## config.mk

```make
export PLATFORM = sky130hd
export DESIGN_NAME = absmm_unit
export DESIGN_NICKNAME = d
export VERILOG_FILES = /design/src/rtl/absmm_pkg.sv /design/src/rtl/absmm_elem.sv /design/src/rtl/absmm_bank.sv /design/src/rtl/absmm_merge.sv /design/src/rtl/absmm_unit.sv
export SDC_FILE = /design/constraint.sdc
export NUM_CORES = 2
export LEC_CHECK = 0
export BUFFER_PORTS_ARGS = -buffer_cell sky130_fd_sc_hd__buf_2
export CORE_MARGIN = 8
export CORE_UTILIZATION = 35
export CTS_CLUSTER_DIAMETER = 30
export DETAILED_ROUTE_END_ITERATION = 8
export HOLD_SLACK_MARGIN = 0.08
export SLEW_MARGIN = 20
export SYNTH_ARGS = -nofsm -noshare
export SYNTH_HDL_FRONTEND = slang
export SYNTH_SLANG_ARGS = --single-unit
```

## constraint.sdc

```tcl
create_clock -name clk -period 6.25 [get_ports clk]
set_input_delay 0.9375 -clock clk [delete_from_list [all_inputs] [get_ports clk]]
set_output_delay 0.9375 -clock clk [all_outputs]
set_load 0.05 [all_outputs]
```

## src/rtl/absmm_pkg.sv

```systemverilog
package absmm_pkg;
  localparam int unsigned DEF_VEC_W  = 128;
  localparam int unsigned DEF_BYTE_W = 8;
  localparam int unsigned NUM_SIZES  = 3;

  typedef enum logic [1:0] {
    SZ_BYTE = 2'b00,
    SZ_HALF = 2'b01,
    SZ_WORD = 2'b10,
    SZ_RSVD = 2'b11
  } size_code_e;

  typedef enum logic {
    OP_MAX = 1'b0,
    OP_MIN = 1'b1
  } sel_op_e;
endpackage

```

## src/rtl/absmm_elem.sv

```systemverilog
module absmm_elem #(
  parameter int unsigned EW = 8
) (
  input  logic [EW-1:0] acc_i,
  input  logic [EW-1:0] src_i,
  input  logic          pick_min_i,
  output logic [EW-1:0] res_o
);
  logic [EW-1:0] mag;
  logic          acc_above;

  always_comb begin
    // two's complement magnitude, wraps for the most negative value
    mag       = src_i[EW-1] ? (~src_i + EW'(1)) : src_i;
    acc_above = acc_i > mag;
    res_o     = (acc_above ^ pick_min_i) ? acc_i : mag;
  end
endmodule

```

## src/rtl/absmm_bank.sv

```systemverilog
module absmm_bank #(
  parameter int unsigned VEC_W = 128,
  parameter int unsigned EW    = 8
) (
  input  logic [VEC_W-1:0] acc_i,
  input  logic [VEC_W-1:0] src_i,
  input  logic             pick_min_i,
  output logic [VEC_W-1:0] res_o
);
  localparam int unsigned LANES = VEC_W / EW;

  for (genvar l = 0; l < LANES; l++) begin : g_lane
    absmm_elem #(.EW(EW)) u_elem (
      .acc_i      (acc_i[l*EW +: EW]),
      .src_i      (src_i[l*EW +: EW]),
      .pick_min_i (pick_min_i),
      .res_o      (res_o[l*EW +: EW])
    );
  end
endmodule

```

## src/rtl/absmm_merge.sv

```systemverilog
module absmm_merge #(
  parameter int unsigned VEC_W   = 128,
  parameter int unsigned BYTE_W  = 8,
  parameter int unsigned N_SIZES = 3
) (
  input  logic [N_SIZES-1:0][VEC_W-1:0] cand_i,
  input  logic [VEC_W-1:0]              acc_i,
  input  logic [VEC_W/BYTE_W-1:0]       mask_i,
  input  logic [1:0]                    size_i,
  output logic [VEC_W-1:0]              res_o
);
  localparam int unsigned NB = VEC_W / BYTE_W;

  logic [VEC_W-1:0] chosen;

  always_comb begin
    chosen = acc_i;
    for (int s = 0; s < int'(N_SIZES); s++) begin
      if (int'(size_i) == s) chosen = cand_i[s];
    end
  end

  for (genvar b = 0; b < NB; b++) begin : g_byte
    assign res_o[b*BYTE_W +: BYTE_W] = mask_i[b] ? chosen[b*BYTE_W +: BYTE_W]
                                                 : acc_i[b*BYTE_W +: BYTE_W];
  end
endmodule

```

## src/rtl/absmm_unit.sv

```systemverilog
module absmm_unit #(
  parameter int unsigned VEC_W  = absmm_pkg::DEF_VEC_W,
  parameter int unsigned BYTE_W = absmm_pkg::DEF_BYTE_W
) (
  input  logic                    clk,
  input  logic                    rst_n,
  input  logic                    in_valid,
  output logic                    in_ready,
  input  logic [VEC_W-1:0]        in_dst,
  input  logic [VEC_W-1:0]        in_src,
  input  logic [VEC_W/BYTE_W-1:0] in_mask,
  input  logic [1:0]              in_size,
  input  logic                    in_op,
  output logic                    out_valid,
  input  logic                    out_ready,
  output logic [VEC_W-1:0]        out_data
);
  import absmm_pkg::*;

  localparam int unsigned N_SIZES = NUM_SIZES;

  logic [N_SIZES-1:0][VEC_W-1:0] cand;
  logic [VEC_W-1:0]              merged;
  logic                          vld_q;
  logic [VEC_W-1:0]              data_q;
  logic                          accept;

  for (genvar g = 0; g < N_SIZES; g++) begin : g_size
    absmm_bank #(.VEC_W(VEC_W), .EW(BYTE_W << g)) u_bank (
      .acc_i      (in_dst),
      .src_i      (in_src),
      .pick_min_i (in_op == OP_MIN),
      .res_o      (cand[g])
    );
  end

  absmm_merge #(.VEC_W(VEC_W), .BYTE_W(BYTE_W), .N_SIZES(N_SIZES)) u_merge (
    .cand_i (cand),
    .acc_i  (in_dst),
    .mask_i (in_mask),
    .size_i (in_size),
    .res_o  (merged)
  );

  assign in_ready = !vld_q || out_ready;
  assign accept   = in_valid && in_ready;

  always_ff @(posedge clk) begin
    if (!rst_n) begin
      vld_q  <= 1'b0;
      data_q <= '0;
    end else begin
      if (in_ready) vld_q <= in_valid;
      if (accept) data_q <= merged;
    end
  end

  assign out_valid = vld_q;
  assign out_data  = data_q;
endmodule

```

==> impl_metrics.prom <==
# TYPE chip_impl_metric gauge
chip_impl_metric{name="global_route.usage.total",unit="%"} 27.5
chip_impl_metric{name="synthesis.nets",unit=""} 4272
chip_impl_metric{name="clock_insertion_delay_worst_skew",unit="ps"} 510
chip_impl_metric{name="wl",unit="microns"} 119000
chip_impl_metric{name="worst-path-max-fanout",unit=""} 16
chip_impl_metric{name="peakVddDrop",unit="uV"} 212
chip_impl_metric{name="critPathMaxStageDelay",unit="ps"} 910
chip_impl_metric{name="cts_resized",unit=""} 0
chip_impl_metric{name="max-clock-path-buffers",unit=""} 2
chip_impl_metric{name="worst_slew_margin_rel",unit="%"} 22.9
chip_impl_metric{name="share_of_synthesized_registers_carrying_an_async_set_or_reset",unit="%"} 0
chip_impl_metric{name="clock_sinks",unit=""} 129
chip_impl_info{name="crit_path_start_kind",value="primary input"} 1
chip_impl_metric{name="grt_start_max_net_pins",unit=""} 48
chip_impl_metric{name="core_area",unit="sq um"} 72800
chip_impl_metric{name="nNetsFinal",unit=""} 4573
chip_impl_metric{name="drc",unit=""} 0
chip_impl_metric{name="hold_buffers_post_cts",unit=""} 0
chip_impl_metric{name="leakagePower",unit="nW"} 13.1
chip_impl_metric{name="grt-ovfl-total",unit=""} 0
chip_impl_metric{name="synth_edf_count",unit=""} 0
chip_impl_metric{name="rows",unit=""} 99
chip_impl_metric{name="die_height",unit="microns"} 287
chip_impl_info{name="min-delay-path-class",value="reg -> reg"} 1
chip_impl_metric{name="actual_transition_at_the_worst_max_transition_pin",unit="ps"} 1150
chip_impl_metric{name="die_area",unit="sq um"} 82400
chip_impl_info{name="ys_dominant_reg_cell",value="dfxtp_1"} 1
chip_impl_metric{name="post_route_cells_drive_above_1_share",unit="%"} 16.3
chip_impl_info{name="rsz0062_at_grt",value="false"} 1
chip_impl_metric{name="first_global_vias",unit=""} 28900
chip_impl_info{name="synth_top_family_by_area",value="compound AO/OA/AOI/OAI gates"} 1
chip_impl_info{name="clk_root_buffer_cell",value="clkbuf_16"} 1
chip_impl_info{name="path_class",value="in -> reg"} 1
chip_impl_info{name="run_status",value="finished, final reports clean"} 1
chip_impl_metric{name="syn_area",unit="sq um"} 25700
chip_impl_metric{name="cap_violations",unit=""} 0
chip_impl_metric{name="io_pins",unit=""} 409
chip_impl_metric{name="synth_adder_area_share",unit="%"} 19.5
chip_impl_metric{name="post-route-min-period",unit="ps"} 6010
chip_impl_metric{name="dieWidth",unit="microns"} 287
chip_impl_metric{name="ys_warn_count",unit=""} 0
chip_impl_metric{name="dr.first_iter.drc_count",unit=""} 2847
chip_impl_metric{name="finalCritPeriodShare",unit="%"} 96.1
chip_impl_metric{name="setup_ws",unit="ps"} 245
chip_impl_metric{name="finalHoldViolCount",unit=""} 0
chip_impl_metric{name="grt_pass1_wl",unit="microns"} 178000
chip_impl_metric{name="synth_xor_area_share",unit="%"} 10.5
chip_impl_metric{name="finish.utilization",unit="%"} 40.6
chip_impl_metric{name="place_congestion",unit=""} 0.995
chip_impl_metric{name="synthSimpleGateAreaFrac",unit="%"} 21.8
chip_impl_metric{name="synth_cells",unit=""} 3593
chip_impl_metric{name="power.density_cell_area",unit="nW/um^2"} 163
chip_impl_metric{name="avgSynthCellArea",unit="sq um"} 7.16
chip_impl_info{name="critical-path-slowest-cell",value="xnor2_2"} 1
chip_impl_metric{name="numCtsBuffers",unit=""} 17
chip_impl_metric{name="syn2layout_area_growth",unit="%"} 15.1
chip_impl_metric{name="timing.final.setup_violations",unit=""} 0
chip_impl_metric{name="yosys_register_bits",unit=""} 129
chip_impl_metric{name="detail-route-antenna-nets",unit=""} 0
chip_impl_metric{name="dpl.hpwl",unit="microns"} 92800
chip_impl_metric{name="synth.lib_cells_used.distinct",unit=""} 87
chip_impl_metric{name="synth.yosys.seq_area_share",unit="%"} 10.0
chip_impl_metric{name="cts-htree-levels",unit=""} 4
chip_impl_metric{name="detail_route.first_pass.iterations",unit=""} 8
chip_impl_metric{name="count_of_buffers_added_by_post_cts_timing_repair_for_setup",unit=""} 0
chip_impl_info{name="end_kind",value="flop"} 1
chip_impl_metric{name="detail_route.vias_per_cell",unit=""} 6.18
chip_impl_info{name="cts_tree",value="done"} 1
chip_impl_metric{name="finalSetupTns",unit="ps"} 0
chip_impl_metric{name="port_buffers",unit=""} 408
chip_impl_metric{name="synth-compound-area-share",unit="%"} 29.4
chip_impl_metric{name="clk_pin_slew",unit="ps"} 80
chip_impl_metric{name="initial_utilization",unit="%"} 35.3
chip_impl_metric{name="final-max-slew-violation-count",unit=""} 0
chip_impl_metric{name="drt-wirelength-per-cell",unit="microns"} 24.5
chip_impl_metric{name="post_synth_mux_area_share",unit="%"} 3.16
chip_impl_info{name="crit_path_cell_trace",value="buf_2 -> inv_1 -> ha_1 -> or3b_4 -> or3_4 -> or2_1 -> or4_4 -> o21ai_1 -> xor2_1 -> ha_1 -> nand2_1 -> o21ai_0 -> a221o_1 -> o41ai_1 -> a31oi_1 -> xnor2_2 -> buf_4 -> mux2i_1 -> a211oi_1 -> o21ai_0"} 1
chip_impl_metric{name="place_ws",unit="ps"} -176
chip_impl_metric{name="routed-via-count",unit=""} 30100
chip_impl_metric{name="clock.fmax",unit="MHz"} 167
chip_impl_metric{name="grt_antenna_before_repair",unit=""} 14
chip_impl_metric{name="worst-endpoint-arrival",unit="ps"} 6400
chip_impl_metric{name="critical_path_required",unit="ps"} 6640
chip_impl_metric{name="clock-skew-final",unit="ps"} 20.6
-- through the flow --
| step | power, mW | area (sq um) | hold slack, ps | instances |
|---|---|---|---|---|
| finish | 4.82 | 29600 | 457 | 4874 |
| global route | 5.10 | 29600 | 472 | 4867 |
| CTS | 4.79 | 29600 | 455 | 4866 |
| detailed placement | 3.66 | 29000 | 440 | 4834 |
| global placement | 3.64 | 29000 | 438 | 4834 |
| floorplan | 2.73 | 25700 | 658 | 3593 |
-- kinds of logic (layout without fill, tap and decap cells) --
family          after synthesis  count (layout)
mux                          79              79
compound gates             1150            1150
fa+ha+maj                   400             400
flops                       129             129
xor+xnor                    307             307
other cells                   0               8
simple gates               1154            1154
buf+inv                     374             688
-- report_power, final --
part,internal [mW],switching [mW],leakage (nW)
sequential,0.898,0.0553,1.07
combinational,0.938,1.81,11.7
clock,0.618,0.502,0.285
-- synth_stat cells, drive strengths merged, types with 13 or more instances --
library cell | number | share of area, %
o21ai | 293 | 5.7
clkbuf | 208 | 3.0
nor4 | 23 | 0.56
a31oi | 46 | 1.1
and3 | 21 | 0.51
nand3 | 89 | 1.7
a21o | 28 | 0.82
mux2i | 62 | 2.4
buf | 23 | 0.45
nor2b | 52 | 1.3
a211o | 23 | 0.78
or3 | 66 | 1.6
or4 | 15 | 0.45
nand2b | 32 | 0.78
a21oi | 295 | 5.8
nand4 | 97 | 2.4
nand2 | 427 | 6.2
o311ai | 13 | 0.44
a32o | 22 | 0.86
a22o | 15 | 0.51
dfxtp | 129 | 10
xor2 | 188 | 6.5
a221o | 16 | 0.62
a221oi | 38 | 1.3
xnor2 | 119 | 4.1
nor3 | 74 | 1.5
o21a | 16 | 0.47
or2 | 28 | 0.68
nor2 | 178 | 2.6
a211oi | 37 | 1.1
and2 | 19 | 0.46
o211ai | 80 | 2.3
inv | 138 | 2.0
ha | 400 | 19
o22ai | 17 | 0.41
o31ai | 34 | 1.0
mux2 | 17 | 0.74
-- critical path, delay by kind of cell --
kind | cells | cell delay, ps
simple gates | 5 | 1680
xor+xnor | 2 | 1150
fa+ha+maj | 2 | 420
compound gates | 7 | 1600
buf+inv | 3 | 500
mux | 1 | 90
-- final cells by class --
cell class	count	area, sq um
well taps	959	1200
inverters	143	537
clock inverters	12	131
clock buffers	20	467
flip-flops and latches	129	2580
fillers	7774	43200
diodes	8	20.0
multi-input cells	3090	21800
repair buffers	513	2870
-- final timing paths --
kind / slack (ps) / end / startpoint / cells past startpoint
worst max-delay path: 240 / out_data[72] / in_src[65] / 20
worst min-delay path: 460 / out_data[73] / out_data[73] / 1
worst max register to register: 3170 / out_data[66] / out_valid / 7
worst min register to register: 460 / out_data[73] / out_data[73] / 1
-- state kept, by name, indices dropped and copies added, names as in the netlist --
register and flops:
out_data 128, out_valid 1
-- placed cells by master, fill, tap and decap left out, drive strengths merged, types with 32 or more instances in the layout --
| cell | synthesis | routed |
|---|---|---|
| buf | 23 | 513 |
| nand2 | 427 | 427 |
| ha | 400 | 400 |
| a21oi | 295 | 295 |
| o21ai | 293 | 293 |
| xor2 | 188 | 188 |
| nor2 | 178 | 178 |
| inv | 138 | 141 |
| dfxtp | 129 | 129 |
| xnor2 | 119 | 119 |
| nand4 | 97 | 97 |
| nand3 | 89 | 89 |
| o211ai | 80 | 80 |
| nor3 | 74 | 74 |
| or3 | 66 | 66 |
| mux2i | 62 | 62 |
| nor2b | 52 | 52 |
| a31oi | 46 | 46 |
| a221oi | 38 | 38 |
| a211oi | 37 | 37 |
| o31ai | 34 | 34 |
| nand2b | 32 | 32 |
-- layer usage --
layer | track usage, % | share of wire, %
met5 | 0 | 0.076
met4 | 11.7 | 4.2
met3 | 6.18 | 9.2
met2 | 44.4 | 45
met1 | 35.1 | 42
Note: power is estimated with default switching activity, not from simulation.
